===== src/rtl/hms_pkg.sv =====
package hms_pkg;

  typedef enum logic {
    DRV_BLOCK = 1'b0,
    DRV_SINE  = 1'b1
  } drive_e;

  localparam int NUM_SECTORS = 6;

  // A code is usable only when the three lines disagree.
  function automatic logic hall_ok(input logic [2:0] code);
    return (code != 3'b000) && (code != 3'b111);
  endfunction

  // Forward mapping; descending order mirrors it around sector 0.
  function automatic logic [2:0] hall_sector(input logic [2:0] code, input logic rev);
    logic [2:0] s;
    case (code)
      3'b001:  s = 3'd0;
      3'b011:  s = 3'd1;
      3'b010:  s = 3'd2;
      3'b110:  s = 3'd3;
      3'b100:  s = 3'd4;
      3'b101:  s = 3'd5;
      default: s = 3'd0;
    endcase
    if (rev && (s != 3'd0)) s = 3'd6 - s;
    return s;
  endfunction

endpackage


===== src/rtl/hms_rst_sync.sv =====
module hms_rst_sync (
  input  logic clk,
  input  logic rst_n_i,
  output logic rst_n_o
);
  logic [1:0] sync_q;

  always_ff @(posedge clk or negedge rst_n_i) begin
    if (!rst_n_i) sync_q <= 2'b00;
    else          sync_q <= {sync_q[0], 1'b1};
  end

  assign rst_n_o = sync_q[1];
endmodule


===== src/rtl/hms_interval_timer.sv =====
module hms_interval_timer #(
  parameter int CNT_W      = 18,
  parameter int SLOW_LIMIT = 131072,
  parameter int STEP_BITS  = 5
) (
  input  logic             clk,
  input  logic             rst_n,
  input  logic             edge_i,
  output logic [CNT_W-1:0] per_o,
  output logic             slow_o,
  output logic             stall_o
);
  localparam logic [CNT_W-1:0] CNT_MAX = {CNT_W{1'b1}};
  localparam logic [CNT_W-1:0] SLOW_C  = CNT_W'(SLOW_LIMIT);
  localparam logic [CNT_W-1:0] PER_RST = CNT_MAX >> STEP_BITS;

  logic [CNT_W-1:0] cnt_q, cnt_d;
  logic [CNT_W-1:0] intv_q, intv_d;
  logic [CNT_W-1:0] per_q, per_d;
  logic [CNT_W-1:0] cnt_inc, shifted;

  always_comb begin
    cnt_inc = (cnt_q == CNT_MAX) ? cnt_q : cnt_q + 1'b1;
    shifted = cnt_inc >> STEP_BITS;
    cnt_d   = cnt_inc;
    intv_d  = intv_q;
    per_d   = per_q;
    if (edge_i) begin
      cnt_d  = '0;
      intv_d = cnt_inc;
      per_d  = (shifted == '0) ? CNT_W'(1) : shifted;
    end
  end

  always_ff @(posedge clk or negedge rst_n) begin
    if (!rst_n) begin
      cnt_q  <= '0;
      intv_q <= CNT_MAX;
      per_q  <= PER_RST;
    end else begin
      cnt_q  <= cnt_d;
      intv_q <= intv_d;
      per_q  <= per_d;
    end
  end

  assign per_o   = per_q;
  assign slow_o  = (intv_q > SLOW_C) || (cnt_q >= SLOW_C);
  assign stall_o = (cnt_q == CNT_MAX);
endmodule


===== src/rtl/hms_step_gen.sv =====
module hms_step_gen #(
  parameter int CNT_W     = 18,
  parameter int STEP_BITS = 5
) (
  input  logic                 clk,
  input  logic                 rst_n,
  input  logic                 edge_i,
  input  logic [2:0]           edge_sector_i,
  input  logic                 run_i,
  input  logic [CNT_W-1:0]     per_i,
  output logic [2:0]           sector_o,
  output logic [STEP_BITS-1:0] step_o
);
  localparam logic [STEP_BITS-1:0] STEP_LAST = {STEP_BITS{1'b1}};

  logic [CNT_W-1:0]     tick_q, tick_d;
  logic [STEP_BITS-1:0] step_q, step_d;
  logic [2:0]           sector_q, sector_d;
  logic                 tick_en, step_done;

  assign tick_en   = run_i && !edge_i;
  assign step_done = (tick_q == per_i - 1'b1);

  always_comb begin
    tick_d   = tick_q;
    step_d   = step_q;
    sector_d = sector_q;
    if (edge_i) begin
      tick_d   = '0;
      step_d   = '0;
      sector_d = edge_sector_i;
    end else if (!tick_en) begin
      tick_d = '0;
      step_d = '0;
    end else if (step_done) begin
      tick_d = '0;
      step_d = step_q + 1'b1;
      if (step_q == STEP_LAST)
        sector_d = (sector_q == 3'd5) ? 3'd0 : sector_q + 3'd1;
    end else begin
      tick_d = tick_q + 1'b1;
    end
  end

  always_ff @(posedge clk or negedge rst_n) begin
    if (!rst_n) begin
      tick_q   <= '0;
      step_q   <= '0;
      sector_q <= '0;
    end else begin
      tick_q   <= tick_d;
      step_q   <= step_d;
      sector_q <= sector_d;
    end
  end

  assign sector_o = sector_q;
  assign step_o   = step_q;
endmodule


===== src/rtl/hms_phase_map.sv =====
module hms_phase_map #(
  parameter int STEP_BITS = 5
) (
  input  logic [2:0]           sector_i,
  input  logic [STEP_BITS-1:0] step_i,
  input  logic [STEP_BITS-1:0] lead_i,
  output logic [2:0]           sector_o [3],
  output logic [STEP_BITS-1:0] step_o   [3]
);
  localparam int STEPS = 1 << STEP_BITS;
  localparam int POS_W = STEP_BITS + 4;
  localparam logic [POS_W-1:0] TURN = POS_W'(6 * STEPS);

  logic [POS_W-1:0] raw, base;

  always_comb begin
    raw  = (POS_W'(sector_i) << STEP_BITS) + POS_W'(step_i) + POS_W'(lead_i);
    base = (raw >= TURN) ? raw - TURN : raw;
  end

  for (genvar g = 0; g < 3; g++) begin : g_phase
    localparam int OFF = (g == 0) ? 0 : ((g == 1) ? 4 * STEPS : 2 * STEPS);
    logic [POS_W-1:0] sum, pos;
    always_comb begin
      sum = base + POS_W'(OFF);
      pos = (sum >= TURN) ? sum - TURN : sum;
    end
    assign sector_o[g] = pos[STEP_BITS+2:STEP_BITS];
    assign step_o[g]   = pos[STEP_BITS-1:0];
  end
endmodule


===== src/rtl/hall_mod_seq.sv =====
module hall_mod_seq
  import hms_pkg::*;
#(
  parameter int CNT_W      = 18,
  parameter int SLOW_LIMIT = 131072,
  parameter int STEP_BITS  = 5
) (
  input  logic                 clk,
  input  logic                 rst_n,
  input  logic [2:0]           hall_i,
  input  logic                 dir_i,
  input  logic [STEP_BITS-1:0] lead_i,
  input  logic                 sine_sel_i,
  output logic [2:0]           sector_u_o,
  output logic [STEP_BITS-1:0] step_u_o,
  output logic [2:0]           sector_v_o,
  output logic [STEP_BITS-1:0] step_v_o,
  output logic [2:0]           sector_w_o,
  output logic [STEP_BITS-1:0] step_w_o,
  output logic                 sine_mode_o,
  output logic                 stall_o
);
  logic                 rst_sync_n;
  logic [2:0]           hall_q;
  logic                 hall_edge;
  logic [2:0]           edge_sector;
  logic [CNT_W-1:0]     step_per;
  logic                 too_slow;
  logic                 stalled;
  drive_e               mode;
  logic [2:0]           base_sector;
  logic [STEP_BITS-1:0] base_step;
  logic [2:0]           ph_sector [3];
  logic [STEP_BITS-1:0] ph_step   [3];

  hms_rst_sync u_rst (
    .clk     (clk),
    .rst_n_i (rst_n),
    .rst_n_o (rst_sync_n)
  );

  // Last accepted Hall code; invalid codes never load it.
  always_ff @(posedge clk or negedge rst_sync_n) begin
    if (!rst_sync_n)    hall_q <= 3'b000;
    else if (hall_edge) hall_q <= hall_i;
  end

  assign hall_edge   = hall_ok(hall_i) && (hall_i != hall_q);
  assign edge_sector = hall_sector(hall_i, dir_i);

  hms_interval_timer #(
    .CNT_W      (CNT_W),
    .SLOW_LIMIT (SLOW_LIMIT),
    .STEP_BITS  (STEP_BITS)
  ) u_timer (
    .clk     (clk),
    .rst_n   (rst_sync_n),
    .edge_i  (hall_edge),
    .per_o   (step_per),
    .slow_o  (too_slow),
    .stall_o (stalled)
  );

  assign mode = (sine_sel_i && !too_slow) ? DRV_SINE : DRV_BLOCK;

  hms_step_gen #(
    .CNT_W     (CNT_W),
    .STEP_BITS (STEP_BITS)
  ) u_steps (
    .clk           (clk),
    .rst_n         (rst_sync_n),
    .edge_i        (hall_edge),
    .edge_sector_i (edge_sector),
    .run_i         (mode == DRV_SINE),
    .per_i         (step_per),
    .sector_o      (base_sector),
    .step_o        (base_step)
  );

  hms_phase_map #(
    .STEP_BITS (STEP_BITS)
  ) u_map (
    .sector_i (base_sector),
    .step_i   (base_step),
    .lead_i   (lead_i),
    .sector_o (ph_sector),
    .step_o   (ph_step)
  );

  assign sector_u_o  = ph_sector[0];
  assign step_u_o    = ph_step[0];
  assign sector_v_o  = ph_sector[1];
  assign step_v_o    = ph_step[1];
  assign sector_w_o  = ph_sector[2];
  assign step_w_o    = ph_step[2];
  assign sine_mode_o = (mode == DRV_SINE);
  assign stall_o     = stalled;
endmodule


===== config.mk =====
export PLATFORM = sky130hd
export DESIGN_NAME = hall_mod_seq
export DESIGN_NICKNAME = d
export VERILOG_FILES = /design/src/rtl/hms_pkg.sv /design/src/rtl/hms_rst_sync.sv /design/src/rtl/hms_interval_timer.sv /design/src/rtl/hms_step_gen.sv /design/src/rtl/hms_phase_map.sv /design/src/rtl/hall_mod_seq.sv
export SDC_FILE = /design/constraint.sdc
export NUM_CORES = 1
export LEC_CHECK = 0
export BUFFER_PORTS_ARGS = -buffer_cell sky130_fd_sc_hd__buf_4
export CAP_MARGIN = 10
export CORE_ASPECT_RATIO = 0.75
export CORE_MARGIN = 3
export CORE_UTILIZATION = 40
export CTS_BUF_LIST = sky130_fd_sc_hd__clkbuf_4 sky130_fd_sc_hd__clkbuf_8
export CTS_CLUSTER_DIAMETER = 150
export DETAILED_ROUTE_END_ITERATION = 12
export GPL_TIMING_DRIVEN = 0
export HOLD_SLACK_MARGIN = 0.1
export PLACE_DENSITY = 0.54
export SLEW_MARGIN = 20
export SYNTH_ARGS = -nofsm -noshare
export SYNTH_HDL_FRONTEND = slang
export SYNTH_SLANG_ARGS = --single-unit

===== constraint.sdc =====
create_clock -name clk -period 10.65 [get_ports clk]
set_input_delay 1.5975 -clock clk [delete_from_list [all_inputs] [get_ports clk]]
set_output_delay 1.5975 -clock clk [all_outputs]
set_load 0.02 [all_outputs]

==> results.json, run 1 <==
{
  "cp-start-kind": "primary input",
  "synth_seq_cells": 80,
  "r2r_setup_slack_ns": 7.39,
  "critical_path_required_ns": 9.05,
  "skew_ns": 0.007704,
  "synthArstFlopShare": 1.000,
  "netlist-cell-type-count": 73,
  "dp_hpwl_mm": 8.616,
  "cts_made_buffers": 9,
  "ctsResizeCount": 0,
  "syn_avg_cell_area_um2": 9.259,
  "synth_nets": 587,
  "peakVddDrop_mv": 0.07437,
  "ant_nets": 0,
  "relSlewSlack": 0.5242,
  "rows": 35,
  "synth-main-ff-cell": "dfrtp_1",
  "synth_seq_area_share": 0.3971,
  "cts.sinks": 80,
  "endpoint_kind": "primary output",
  "hold_viol_final": 0,
  "drive_gt1_frac": 0.2007,
  "reg2reg_to": "u_steps.tick_q[16]",
  "port_buffers": 35,
  "synth_edf_count": 0,
  "hold_class": "flip-flop to async pin",
  "grt_overflow_total": 0,
  "outcome": "completed",
  "antennaDiodeCount": 0,
  "post_drt_via_cell_ratio": 5.271,
  "die_w_um": 136.9,
  "grt_use_total": 0.1697,
  "grt_pass1_wl_mm": 19.64,
  "clkLatencyLatePin_ns": 0.36,
  "timing.setup.tns_ns": 0,
  "arrival_ns": 5.75,
  "antenna_found_initial": 0,
  "post_cts_buffers": 0,
  "area_delta_synth_final_pct": 13.81,
  "vias": 4080,
  "crit_top_cell": "ha_1",
  "dieArea_um2": 14260,
  "start_util": 0.4132,
  "cts_buffer_depth": 2,
  "synth_cells": 555,
  "routedWlPerCell_um": 14.78,
  "cp_max_fo": 6,
  "drc": 0,
  "pin_count": 38,
  "post-route-min-period_ns": 7.344,
  "first_global_vias": 4048,
  "fin_nets": 635,
  "clockRootBuffer": "clkbuf_8",
  "slew_violations": 0,
  "fin_util": 0.4702,
  "tightest_slew_ns": 0.7079,
  "initialDrtViolationCount": 191,
  "htreeDepth": 3,
  "cts_tree": "yes",
  "syn-cell-area_um2": 5139,
  "r2r_cells": 10,
  "worstSetupPathType": "primary input to primary output",
  "powerDensity_nw_per_um2": 149.1,
  "period_share": 0.6895,
  "r2r-start": "u_timer.per_o[0]",
  "drt_wl_total_mm": 11.44,
  "core_area_um2": 12440,
  "ctsHoldBuffers": 0,
  "yosysWarnings": 0,
  "first_pass_iters": 5,
  "clkSlewWorstSetupHoldPaths_ns": 0.09,
  "drv_cap": 0,
  "critPathMaxStageDelay_ns": 0.47,
  "die_y_um": 104.2,
  "place.gp.congestion": 0.8149,
  "max_freq_ghz": 0.1362,
  "p_leak_nw": 2.615,
  "rsz0062_at_grt": "false",
  "worstPathCellList": "buf_4 -> ha_1 -> fa_1 -> a211oi_1 -> o21bai_1 -> and3_1 -> nor2_1 -> ha_1 -> inv_1 -> o41ai_4 -> nor2_1 -> o22a_1 -> ha_1 -> a21boi_0 -> a21boi_1 -> mux2i_1 -> buf_4",
  "grt_max_degree": 57,
  "cpMaxStageDelayCell": "o41ai_4",
  "setup_viol": 0
}
==> state kept, by name, summed over array words and instances, names as in the netlist <==
signal,cells
u_timer.cnt_q,18
hall_q,3
u_timer.intv_q,18
u_steps.sector_o,3
u_timer.per_o,13
u_rst.sync_q,2
u_steps.step_o,5
u_steps.tick_q,18
==> placed cells by master (no fill, tap or decap), drive strengths merged, types with 5 or more instances in the layout <==
cell and n:
o211ai 5, and3 15, a21o 15, inv 25, o21ai 21, o21a 12, xnor2 23, ha 19
nor2 76, clkbuf 22, nand2b 6, a21oi 16, nor3b 9, nor4 8, nand3 21, nand2 44
nor2b 6, xor2 22, mux2i 8, nor3 11, buf 56, dfstp 31, dfrtp 49, nand4 18
==> worst max-delay path by stage <==
stage,start,endpoint,cells after the start
floorplan,lead_i[0],sector_v_o[2],15
global placement,lead_i[0],sector_v_o[2],17
detailed placement,lead_i[0],sector_v_o[2],17
CTS,lead_i[0],sector_v_o[2],17
global route,lead_i[0],sector_v_o[2],17
finish,lead_i[0],sector_v_o[2],17
==> routing by layer <==
| metal | vias up | track usage | part of all wire |
|---|---|---|---|
| met3 | 14 | 0.03627 | 0.041 |
| li1 | 2055 | - | - |
| met4 | 0 | 0.05484 | 0.013 |
| met2 | 69 | 0.2458 | 0.43 |
| met1 | 1942 | 0.2518 | 0.52 |
| met5 | - | 0 | 0 |
==> cell type report <==
cell class                      count  area (µm²)
Fill cell                        1188        6589
Multi-Input combinational cell    421        2824
Sequential cell                    80        2044
Timing Repair Buffer               37       295.3
Tap cell                          166       207.7
Buffer                             32       191.4
Clock buffer                        9       123.9
Inverter                           22       82.58
Clock inverter                      7       78.83
==> worst max-delay path: cells and delay by family <==
family | cells | cell delay [ns]
multiplexers | 1 | 0.21
adder cells (fa/ha/maj) | 4 | 1.19
AO/OA/AOI/OAI | 6 | 1.83
buffers and inverters | 3 | 0.35
AND/OR/NAND/NOR | 3 | 0.58
==> logic make-up after synthesis <==
logic type                 Yosys count  synth area share
other                                1         0.0007298
DFF                                 80            0.3971
and+or+nand+nor                    242            0.2542
buffers and inverters               54           0.05332
muxes                               10           0.02313
AOI/OAI and AO/OA                  103            0.1446
xor gates and xnor gates            45           0.07670
adders and majority gates           20           0.05016
==> synth_stat cells, drive strengths merged, types with 3 or more instances <==
cell     instances  area (µm²)
a21o            15       112.6
or2              3       18.77
a21oi           16       80.08
nor2b            6       37.54
ha              19       237.7
nand2b           6       37.54
buf             19       142.6
xnor2           23       201.4
o211ai           5       37.54
nor4b            4       65.07
nand3b           4       30.03
o2111ai          3       32.53
and3            15       93.84
a211oi           3       22.52
o21ai           21       105.1
nor4             8       86.33
nor3b            9       67.56
or3b             3       26.28
a221o            4       40.04
nand2           44       165.2
nand3           21       105.1
o41ai            3       45.05
and2             3       18.77
nand4           18       112.6
a21boi           4       33.78
inv             22       82.58
dfrtp           49        1226
dfstp           31       814.5
mux2i            8       92.59
clkbuf          13       48.80
nor2            76       285.3
xor2            22       192.7
nor3            11       60.06
o21a            12       90.09
==> power breakdown <==
group | total, mW | switching [mW] | leakage [nW] | internal, mW
combinational | 0.281 | 0.161 | 1.53 | 0.120
sequential | 0.357 | 0.0235 | 0.987 | 0.334
clock | 0.234 | 0.123 | 0.0929 | 0.111
==> stage by stage <==
stage / setup WS, ns / power (mW) / hold slack [ns] / std cells / instance area (µm²)
floorplan: 3.688 / 0.5587 / 0.3312 / 555 / 5139
global placement: 3.363 / 0.6368 / 0.3391 / 756 / 5609
detailed placement: 3.325 / 0.6468 / 0.2475 / 758 / 5645
CTS: 3.304 / 0.8861 / 0.2548 / 774 / 5848
global route: 2.961 / 0.9303 / 0.2737 / 774 / 5848
finish: 3.306 / 0.8720 / 0.2339 / 774 / 5848
No activity file was read; power rests on OpenSTA's default activity.
==> run 2, diff against run 1 <==
--- a/config.mk
+++ b/config.mk
@@ -15,7 +15,7 @@
 export DETAILED_ROUTE_END_ITERATION = 12
 export GPL_TIMING_DRIVEN = 0
 export HOLD_SLACK_MARGIN = 0.1
-export PLACE_DENSITY = 0.54
+export PLACE_DENSITY = 0.56
 export SLEW_MARGIN = 20
 export SYNTH_ARGS = -nofsm -noshare
 export SYNTH_HDL_FRONTEND = slang
==> constraint.sdc (replaced) <==
create_clock -name clk -period 6.6 [get_ports clk]
set_input_delay 0.99 -clock clk [delete_from_list [all_inputs] [get_ports clk]]
set_output_delay 0.99 -clock clk [all_outputs]
set_load 0.02 [all_outputs]
==> run 2 against run 1 <==
Compared with the run above:
- global-route usage is 0.18 points higher
- first-iteration DRC count is 4.2% lower
- clock power is 74% higher
- hold slack better by 0.037 ns
- die area stayed put
- total power is 65% higher
- final area is 0.30% higher
- count of clock-buffer cells in the layout is 1 higher
- critical endpoint unchanged
- largest cell class unchanged
- largest power group unchanged
==> results.json, run 2 (same netlist as run 1, synthesis figures left out) <==
{
  "drc": 0,
  "max_freq_ghz": 0.1619,
  "slew_violations": 0,
  "rsz0062_at_grt": "false",
  "hold_class": "flip-flop to async pin",
  "clkSlewWorstSetupHoldPaths_ns": 0.08,
  "grt_overflow_total": 0,
  "cts.sinks": 80,
  "area_delta_synth_final_pct": 14.15,
  "pin_count": 38,
  "drive_gt1_frac": 0.2007,
  "critPathMaxStageDelay_ns": 0.47,
  "p_clk_frac": 0.282,
  "grt_max_degree": 51,
  "top_regs": "u_steps.tick_q x18, u_timer.cnt_q x18, u_timer.intv_q x18",
  "post-route-min-period_ns": 6.176,
  "worstPathCellList": "buf_4 -> ha_1 -> fa_1 -> a211oi_1 -> o21bai_1 -> and3_1 -> nor2_1 -> ha_1 -> inv_1 -> o41ai_4 -> nor2_1 -> o22a_1 -> ha_1 -> a21boi_0 -> a21boi_1 -> mux2i_1 -> buf_4",
  "cp_max_fo": 6,
  "grt_pass1_wl_mm": 19.80,
  "rows": 35,
  "arrival_ns": 5.19,
  "core_area_um2": 12440,
  "endpoint_kind": "primary output",
  "vias": 4112,
  "outcome": "completed",
  "dp_hpwl_mm": 8.594,
  "hold_viol_final": 0,
  "p_leak_nw": 2.634,
  "first_pass_iters": 5,
  "powerDensity_nw_per_um2": 245.1,
  "totalPowerFinal_mw": 1.437,
  "die_y_um": 104.2,
  "die_w_um": 136.9,
  "ant_nets": 0,
  "clkLatencyLatePin_ns": 0.36,
  "dieArea_um2": 14260,
  "critical_path_required_ns": 5.61,
  "crit_top_cell": "ha_1",
  "worstSetupPathType": "primary input to primary output",
  "power.internal_mw": 0.9540,
  "fillers": 1219,
  "initialDrtViolationCount": 183,
  "seq_power_share": 0.401,
  "tightest_slew_ns": 0.7459,
  "first_global_vias": 3948,
  "port_buffers": 35,
  "relSlewSlack": 0.4986,
  "netSwitchingPower_mw": 0.4834,
  "post_drt_via_cell_ratio": 5.313,
  "p_comb_frac": 0.317,
  "post_cts_buffers": 0,
  "fin_nets": 635,
  "clockRootBuffer": "clkbuf_8",
  "fin_util": 0.4716,
  "ctsHoldBuffers": 0,
  "mostFrequentLayoutCells": "76 x nor2_1, 49 x buf_4, 48 x dfrtp_1",
  "drt_wl_total_mm": 11.50,
  "cp-start-kind": "primary input",
  "grt_use_total": 0.1716,
  "htreeDepth": 3,
  "start_util": 0.4132,
  "swShare": 0.3363,
  "place.gp.congestion": 0.7998,
  "antennaDiodeCount": 0,
  "cts_tree": "yes",
  "cts_made_buffers": 9,
  "drv_cap": 0,
  "ctsResizeCount": 0,
  "setup_viol": 0,
  "peakVddDrop_mv": 0.1374,
  "cpMaxStageDelayCell": "o41ai_4",
  "period_share": 0.9358,
  "antenna_found_initial": 0,
  "timing.setup.tns_ns": 0,
  "final_common_cell": "nor2_1",
  "routedWlPerCell_um": 14.85,
  "skew_ns": 0.005516,
  "cts_buffer_depth": 2
}
## run 2: power by group through the flow
stage	Clock (mW)	Sequential, mW	Combinational (mW)
2_1_floorplan	0	0.579	0.322
3_3_place_gp	0	0.590	0.436
3_5_place_dp	0	0.586	0.456
4_1_cts	0.417	0.578	0.459
5_1_grt	0.444	0.584	0.503
6_report	0.406	0.577	0.455
## run 2: path summary, 6_finish.rpt
kind | from | end | slack, ns | depth (start not counted)
max in group asynchronous | u_rst.sync_q[1] | u_timer.per_o[12] | 5.68 | 1
worst min register to register | u_rst.sync_q[1] | u_steps.tick_q[2] | 0.27 | 0
worst min-delay path | u_rst.sync_q[1] | u_steps.tick_q[2] | 0.27 | 0
worst max register to register | u_timer.per_o[0] | u_steps.tick_q[11] | 3.35 | 10
min in group clk | u_rst.sync_q[0] | u_rst.sync_q[1] | 0.36 | 0
worst max-delay path | lead_i[0] | sector_v_o[2] | 0.42 | 17
## run 2: area by class of cell
type                    instances  area, µm²  area share
multi-input cells             421       2824      0.4814
flip-flops and latches         80       2044      0.3485
repair buffers                 37      295.3     0.05034
well taps                     166      207.7     0.03541
plain buffers                  32      191.4     0.03264
clock buffers                  10      137.6     0.02346
clock inverters                 6      82.58     0.01408
inverters                      22      82.58     0.01408
## run 2: per-layer routing
| metal | routed length [µm] | up-vias | GRT usage | share of wire |
|---|---|---|---|---|
| met5 | 0 | - | 0 | 0 |
| met4 | 94 | 0 | 0.03561 | 0.0082 |
| met3 | 449 | 7 | 0.03772 | 0.039 |
| met2 | 5049 | 73 | 0.2493 | 0.44 |
| met1 | 5904 | 1983 | 0.2618 | 0.51 |
| li1 | - | 2049 | - | - |
## run 2: metrics by stage
stage	cell area [µm²]	worst slack, ns	hold slack [ns]	cells
after floorplan	5139	0.8528	0.3312	555
after global placement	5609	0.4932	0.3364	756
after global routing	5866	0.04743	0.3114	774
after detailed placement	5645	0.4048	0.2842	758
after CTS	5866	0.3905	0.2939	774
final	5866	0.4238	0.2707	774
## run 2: worst max-delay path: cells and delay by family
family	cells	cell delay [ns]
mux	1	0.23
fa+ha+maj	4	1.18
simple gates	3	0.58
compound gates	6	1.85
buf+inv	3	0.36
==> run 3, diff against run 2 <==
--- a/config.mk
+++ b/config.mk
@@ -14,9 +14,9 @@
 export CTS_CLUSTER_DIAMETER = 150
 export DETAILED_ROUTE_END_ITERATION = 12
 export GPL_TIMING_DRIVEN = 0
-export HOLD_SLACK_MARGIN = 0.1
 export PLACE_DENSITY = 0.56
 export SLEW_MARGIN = 20
 export SYNTH_ARGS = -nofsm -noshare
 export SYNTH_HDL_FRONTEND = slang
 export SYNTH_SLANG_ARGS = --single-unit
+export TNS_END_PERCENT = 50
==> constraint.sdc (replaced) <==
create_clock -name clk -period 5 [get_ports clk]
set_input_delay 0.75 -clock clk [delete_from_list [all_inputs] [get_ports clk]]
set_output_delay 0.75 -clock clk [all_outputs]
set_load 0.02 [all_outputs]
==> run 3 against run 2 <==
Compared with the run above:
- via count rose by 1.9%
- global-route usage rose by 0.067 points
- worst setup slack worse by 0.28 ns
- highest routed layer unchanged
==> results.json, run 3 (same netlist as run 1, synthesis figures left out) <==
{
  "cts.sinks": 80,
  "initialDrtViolationCount": 230,
  "place.gp.congestion": 0.8065,
  "grt_use_total": 0.1723,
  "hold_ws_ns": 0.1599,
  "post-route-min-period_ns": 4.859,
  "fin_cells": 784,
  "fin_util": 0.4861,
  "ctsHoldBuffers": 0,
  "r2r_cells": 10,
  "endpoint_kind": "primary output",
  "p_leak_nw": 2.710,
  "post_drt_via_cell_ratio": 5.343,
  "setup_viol": 0,
  "grt_pass1_wl_mm": 20.13,
  "max_freq_ghz": 0.2058,
  "port_buffers": 35,
  "hold_viol_final": 0,
  "cts_made_buffers": 9,
  "critPathMaxStageDelay_ns": 0.42,
  "clockRootBuffer": "clkbuf_8",
  "worst-path-buf-inv": 3,
  "arrival_ns": 4.11,
  "dp_cells": 758,
  "crit_family": "compound AO/OA/AOI/OAI gates",
  "fin_nets": 645,
  "die_y_um": 104.2,
  "powerDensity_nw_per_um2": 319.9,
  "dpl_cell_area_um2": 5657,
  "mostFrequentLayoutCells": "75 x nor2_1, 59 x buf_4, 48 x dfrtp_1",
  "outcome": "completed",
  "htreeDepth": 3,
  "first_global_vias": 4186,
  "period_share": 0.9718,
  "cts_tree": "yes",
  "drt_wl_total_mm": 11.78,
  "final_common_cell": "nor2_1",
  "hold_class": "primary input to async pin",
  "grt_max_degree": 57,
  "area_delta_synth_final_pct": 17.65,
  "slew_violations": 0,
  "clkSlewWorstSetupHoldPaths_ns": 0.07,
  "first_pass_iters": 4,
  "r2r-start": "u_timer.per_o[0]",
  "core_area_um2": 12440,
  "drc": 0,
  "pin_count": 38,
  "relSlewSlack": 0.5086,
  "cp-start-kind": "primary input",
  "grt_overflow_total": 0,
  "r2r_setup_slack_ns": 1.77,
  "dp_hpwl_mm": 8.647,
  "skew_ns": 0.01362,
  "antennaDiodeCount": 0,
  "rows": 35,
  "top_regs": "u_steps.tick_q x18, u_timer.cnt_q x18, u_timer.intv_q x18",
  "vias": 4189,
  "design_area_um2": 6046,
  "routedWlPerCell_um": 15.03,
  "worstPathCellList": "buf_4 -> ha_2 -> fa_2 -> a211oi_4 -> o21bai_2 -> and3_4 -> nor2_4 -> ha_4 -> inv_1 -> o41ai_4 -> nor2_1 -> o22a_2 -> ha_1 -> a21boi_4 -> a21boi_4 -> mux2i_2 -> buf_4",
  "cpMaxStageDelayCell": "fa_2",
  "clkLatencyLatePin_ns": 0.36,
  "worstSetupPathType": "primary input to primary output",
  "drive_gt1_frac": 0.2411,
  "reg2reg_to": "u_steps.tick_q[10]",
  "peakVddDrop_mv": 0.2438,
  "dieArea_um2": 14260,
  "ant_nets": 0,
  "critical_path_required_ns": 4.25,
  "cp_max_fo": 5,
  "tightest_slew_ns": 0.7314,
  "antenna_found_initial": 0,
  "start_util": 0.4132,
  "cts_buffer_depth": 2,
  "die_w_um": 136.9,
  "drv_cap": 0
}
run 3: cell type report:
cell class / count / area (µm²)
fillers: 1184 / 6391
multi-input cells: 421 / 2943
flip-flops and latches: 80 / 2044
repair buffers: 47 / 370.4
well taps: 166 / 207.7
plain buffers: 32 / 191.4
clock buffers: 13 / 166.4
inverters: 22 / 82.58
clock inverters: 3 / 40.04
run 3: repair_timing:
| item | CTS | global route |
|---|---|---|
| endpoints found under the setup margin | 5 | 5 |
| gates resized for setup | 12 | 13 |
| cloned | 0 | 0 |
| setup buffers | 6 | 4 |
| pin swaps | 3 | 7 |
run 3: routing by layer:
layer	track usage	vias up	routed length (µm)
li1	-	2076	-
met1	0.2453	2015	5944
met2	0.2641	80	5147
met3	0.03675	18	503
met4	0.04915	0	187
met5	0	-	0
run 3: report_power, final:
part	switching [mW]	leakage [nW]	internal (mW)	total, mW
Clock	0.233	0.110	0.268	0.501
Sequential	0.0503	0.987	0.711	0.762
Combinational	0.369	1.61	0.302	0.672
Total	0.652	2.71	1.28	1.93
run 3: how the worst max path moves through the flow:
stage                       from            end  slack (ns)  cells past startpoint
5_1_grt        u_steps.step_o[0]  sector_v_o[2]       -0.04                     16
4_1_cts                lead_i[1]  sector_v_o[2]       -0.02                     14
3_3_place_gp           lead_i[0]  sector_v_o[2]       -0.32                     17
2_1_floorplan          lead_i[0]  sector_v_o[2]        0.06                     15
6_report               lead_i[0]  sector_v_o[2]        0.14                     17
3_5_place_dp           lead_i[0]  sector_v_o[2]       -0.40                     17
run 3: per-stage QoR:
step	TNS [ns]	power, mW	setup WS [ns]
6_report	0	1.934	0.1412
5_1_grt	-0.03646	2.059	-0.03646
4_1_cts	-0.02630	1.924	-0.01573
3_5_place_dp	-1.077	1.385	-0.4031
3_3_place_gp	-0.7371	1.362	-0.3188
2_1_floorplan	0	1.197	0.05637
